==> src/rtl/brp_pkg.sv <==
package brp_pkg;

  typedef logic [1:0] sat_ctr_t;

  localparam sat_ctr_t CTR_FLOOR = 2'd0;
  localparam sat_ctr_t CTR_CEIL  = 2'd3;

  // Move a counter one step towards the resolved direction, saturating.
  function automatic sat_ctr_t ctr_step(input sat_ctr_t cur, input logic up);
    sat_ctr_t nxt;
    if (up) begin
      nxt = (cur == CTR_CEIL) ? cur : cur + 2'd1;
    end else begin
      nxt = (cur == CTR_FLOOR) ? cur : cur - 2'd1;
    end
    return nxt;
  endfunction

  // Taken when the upper counter bit is set.
  function automatic logic ctr_says_taken(input sat_ctr_t cur);
    return cur[1];
  endfunction

endpackage

==> src/rtl/brp_index.sv <==
module brp_index #(
  parameter int PC_W       = 32,
  parameter int TABLE_SPAN = 64,
  localparam int IDX_W     = $clog2(TABLE_SPAN) - 1
) (
  input  logic [PC_W-1:0]  pc,
  output logic [IDX_W-1:0] idx
);

  localparam logic [PC_W-1:0] SPAN_MASK = PC_W'(TABLE_SPAN - 1);

  // Halfword-aligned code: drop bit 0 after masking to the table span.
  always_comb begin
    idx = IDX_W'((pc & SPAN_MASK) >> 1);
  end

endmodule

==> src/rtl/brp_table.sv <==
module brp_table
  import brp_pkg::*;
#(
  parameter int ENTRIES = 32,
  localparam int IDX_W  = $clog2(ENTRIES)
) (
  input  logic             clk,
  input  logic             rst,
  input  logic [IDX_W-1:0] sel_idx,
  input  logic             upd_en,
  input  logic             upd_up,
  output sat_ctr_t         sel_ctr
);

  sat_ctr_t cells [ENTRIES];

  for (genvar e = 0; e < ENTRIES; e++) begin : g_cell
    logic hit;
    assign hit = upd_en && (sel_idx == IDX_W'(e));

    always_ff @(posedge clk) begin
      if (rst) begin
        cells[e] <= CTR_FLOOR;
      end else if (hit) begin
        cells[e] <= ctr_step(cells[e], upd_up);
      end
    end
  end

  always_comb begin
    sel_ctr = cells[sel_idx];
  end

endmodule

==> src/rtl/brp_resolve.sv <==
module brp_resolve #(
  parameter int STALL_W      = 2,
  parameter int MISS_PENALTY = 2
) (
  input  logic               clk,
  input  logic               rst,
  input  logic               valid,
  input  logic               guess,
  input  logic               actual,
  output logic               miss_q,
  output logic               jump_q,
  output logic [STALL_W-1:0] stall_q
);

  localparam logic [STALL_W-1:0] COST = STALL_W'(MISS_PENALTY);

  logic miss_d;

  always_comb begin
    miss_d = valid && (guess != actual);
  end

  always_ff @(posedge clk) begin
    if (rst) begin
      miss_q  <= 1'b0;
      jump_q  <= 1'b0;
      stall_q <= '0;
    end else begin
      miss_q  <= miss_d;
      jump_q  <= valid && actual;
      stall_q <= miss_d ? COST : '0;
    end
  end

endmodule

==> src/rtl/brpred_core.sv <==
module brpred_core
  import brp_pkg::*;
#(
  parameter int PC_W         = 32,
  parameter int TABLE_SPAN   = 64,
  parameter int STALL_W      = 2,
  parameter int MISS_PENALTY = 2
) (
  input  logic               clk,
  input  logic               rst,
  input  logic               br_valid,
  input  logic [PC_W-1:0]    br_pc,
  input  logic               br_taken,
  output logic               pred_taken,
  output logic               mispredict,
  output logic               jump_mark,
  output logic [STALL_W-1:0] stall_cycles
);

  localparam int ENTRIES = TABLE_SPAN / 2;
  localparam int IDX_W   = $clog2(TABLE_SPAN) - 1;

  logic [IDX_W-1:0] entry_idx;
  sat_ctr_t         entry_ctr;

  brp_index #(
    .PC_W       (PC_W),
    .TABLE_SPAN (TABLE_SPAN)
  ) u_index (
    .pc  (br_pc),
    .idx (entry_idx)
  );

  brp_table #(
    .ENTRIES (ENTRIES)
  ) u_table (
    .clk     (clk),
    .rst     (rst),
    .sel_idx (entry_idx),
    .upd_en  (br_valid),
    .upd_up  (br_taken),
    .sel_ctr (entry_ctr)
  );

  always_comb begin
    pred_taken = ctr_says_taken(entry_ctr);
  end

  brp_resolve #(
    .STALL_W      (STALL_W),
    .MISS_PENALTY (MISS_PENALTY)
  ) u_resolve (
    .clk     (clk),
    .rst     (rst),
    .valid   (br_valid),
    .guess   (pred_taken),
    .actual  (br_taken),
    .miss_q  (mispredict),
    .jump_q  (jump_mark),
    .stall_q (stall_cycles)
  );

endmodule

==> config.mk <==
export PLATFORM = sky130hd
export DESIGN_NAME = brpred_core
export DESIGN_NICKNAME = d
export VERILOG_FILES = /design/src/rtl/brp_pkg.sv /design/src/rtl/brp_index.sv /design/src/rtl/brp_table.sv /design/src/rtl/brp_resolve.sv /design/src/rtl/brpred_core.sv
export SDC_FILE = /design/constraint.sdc
export NUM_CORES = 1
export LEC_CHECK = 0
export BUFFER_PORTS_ARGS = -buffer_cell sky130_fd_sc_hd__buf_2
export CAP_MARGIN = 20
export CORE_UTILIZATION = 40
export DETAILED_ROUTE_END_ITERATION = 8
export PLACE_DENSITY = 0.55
export SYNTH_ARGS = -nofsm -noshare
export SYNTH_HDL_FRONTEND = slang
export SYNTH_SLANG_ARGS = --single-unit
==> constraint.sdc <==
create_clock -name clk -period 5.3 [get_ports clk]
set_input_delay 1.59 -clock clk [delete_from_list [all_inputs] [get_ports clk]]
set_output_delay 1.59 -clock clk [all_outputs]
set_load 0.02 [all_outputs]
==> impl_metrics.tcl <==
set metrics [dict create \
    synth_seq_cells 66 \
    cts_hold_buffers 0 \
    antenna_found_initial 0 \
    critPathLaunchType "input pin" \
    num-nets-final 412 \
    met3_usage_pct 4.23 \
    worst_slack_ps 432 \
    drt_wl_total_um 9480 \
    rsz0062_at_grt "false" \
    clkLatencyLatePin_ps 350 \
    fin_skew_ps 8.43 \
    wl_per_cell_um 18.5 \
    fmax_ghz 0.205 \
    start_util_pct 41.8 \
    final_cell_mix "nor3_1 (66), xnor2_1 (64), edfxtp_1 (64), nand3_1 (36)" \
    cts_tree "built" \
    synth_warnings 0 \
    cap_viol_max_count 0 \
    pwr-share-comb_pct 13.8 \
    h-tree-depth 3 \
    layout_commonest_cell "nor3_1" \
    place_hpwl_um 6210 \
    clk_pin_slew_ps 70 \
    core_area_um2 9860 \
    cp-end-kind "output port" \
    critical_path.top_delay_family "simple AND/OR/NAND/NOR gates" \
    finalCritPeriodShare_pct 91.8 \
    synthFlopType "edfxtp_1" \
    clock_path_buffers 2 \
    switching_share_pct 25.9 \
    via_per_inst 5.88 \
    cts_setup_buffers 0 \
    p_seq_share_pct 52.2 \
    period_minus_slack_ps 4870 \
    async_reset_ff_share_pct 0 \
    grt_max_degree 99 \
    area_delta_synth_final_pct 7.26 \
    die_y_um 103 \
    p_sw_uw 304 \
    grt_pass1_wl_um 15600 \
    setup_tns_ps 0 \
    use_met2_pct 31.2 \
    cts_resized 0 \
    p_leak_nw 1.45 \
    stdcell_area_um2 4420 \
    postSynthCellCount 381 \
    critical_path_class "in -> out" \
    postSynthAreaPerCell_um2 10.8 \
    slew_violations 0 \
    io_buffers 12 \
    path_max_fanout 3 \
    io_pins 41 \
    syn_nets 417 \
    clkSinkCount 66 \
    status "complete, no violations" \
    cp_slowest_cell "mux4_2" \
    rows 36 \
    antenna_cells 0 \
    finish.utilization_pct 44.8 \
    synth_edf_count 64 \
    seq_area_frac_synth_pct 47.6 \
    ir_worst_vdd_mv 0.169 \
    met1_usage_pct 26.6 \
    powerDensity_nw_per_um2 266 \
    relSlewSlack_pct 27.7 \
    synth_area_um2 4120 \
    grt_remaining_overflow 0 \
    grtUsageTotal_pct 19.7 \
    top_usage_layer "met2" \
    worstPathArrival_ps 3280 \
    worstHoldPathType "reg -> reg" \
    vias 3014 \
    path_buf_inv 2 \
    crit_chain "buf_2 > mux4_2 > nor2b_1 > or4_1 > o22a_1 > buf_2" \
    drt-initial-drc-count 139 \
    drive_above_1_share_pct 9.47 \
    finalSetupViolations 0 \
    final_hold_viol_count 0 \
    drcViolationCount 0 \
    ys_types 29 \
    grt_pass1_vias 2905 \
    clock_power_share_pct 34.0 \
    gp_congestion 0.705 \
    cpPeakStageDelay_ps 510 \
    p_int_uw 872 \
    placed_area_um2 4240 \
    worst_pin_slew_ps 1080 \
    die_area_um2 10700 \
    required_ps 3710 \
    chipWidth_um 103 \
    place_ws_ps 424 \
    cts-root-buf "clkbuf_8" \
    numCtsBuffers 9 \
    ant_nets 0 \
    cpMostUsedCell "buf_2" \
    drt-pass1-iter-count 4 \
]
[synth_stat cells, types with 2 or more instances]
library cell	count	area share [%]
nor3_1	66	8.0
edfxtp_1	64	47
xnor2_1	64	14
nand3_1	36	4.4
a41o_1	32	7.8
or3_1	32	4.9
clkbuf_1	22	2.0
nor2_1	12	1.1
buf_1	6	0.55
mux2i_1	6	1.5
mux4_2	6	3.3
nor2b_1	6	0.91
nand2_1	5	0.46
nand2b_1	3	0.46
nor3b_1	3	0.55
and2_1	2	0.30
buf_2	2	0.24
buf_4	2	0.36
dfxtp_1	2	0.97
[final timing paths]
kind,end,slack [ps],startpoint,depth (start not counted)
setup reg to reg,u_resolve.miss_q,3040,u_table.cells[9][1],5
setup / recovery,pred_taken,430,br_pc[2],6
hold / removal,u_table.cells[0][0],640,u_table.cells[0][0],1
hold reg to reg,u_table.cells[0][0],640,u_table.cells[0][0],1
[final cells by class]
type                       count  area [um2]
clock inverter                 5        46.3
multi-input combinational    282        2020
tap                          133         166
timing repair buffer          17         100
fill                         920        5450
sequential                    66        1960
clock buffer                  10         128
[kinds of logic (layout without fill, tap and decap cells)]
family / count (synthesis) / after routing / share of synthesized area (%)
compound gates: 35 / 35 / 8.41
xor+xnor: 64 / 64 / 13.6
buf+inv: 33 / 32 / 3.43
flops: 66 / 66 / 47.6
mux: 13 / 13 / 5.10
other cells: 1 / 1 / 0.0910
simple gates: 169 / 169 / 21.7
[metal layers]
metal / vias to the layer above / share of wire (%)
met3: 14 / 3.7
met2: 55 / 46
met1: 1494 / 48
met5: - / 0
met4: 0 / 1.6
li1: 1451 / -
[flip-flops by register name, summed over array words and instances, names as in the netlist]
register / cells
u_resolve.miss_q: 1
u_table.cells: 64
u_resolve.jump_q: 1
[through the flow]
step / power [mW] / instances / hold WS, ps
global route: 1.23 / 513 / 660
CTS: 1.19 / 513 / 642
detailed placement: 0.787 / 498 / 629
global placement: 0.784 / 498 / 618
floorplan: 0.750 / 381 / 604
finish: 1.18 / 513 / 640
[power groups by stage]
| stage | clock network, mW | logic (mW) | registers [mW] |
|---|---|---|---|
| after floorplan | 0 | 0.130 | 0.621 |
| after global placement | 0 | 0.159 | 0.624 |
| after detailed placement | 0 | 0.162 | 0.626 |
| after CTS | 0.409 | 0.163 | 0.614 |
| after global routing | 0.433 | 0.178 | 0.618 |
| final | 0.400 | 0.162 | 0.614 |
(Power assumes the default switching activity.)
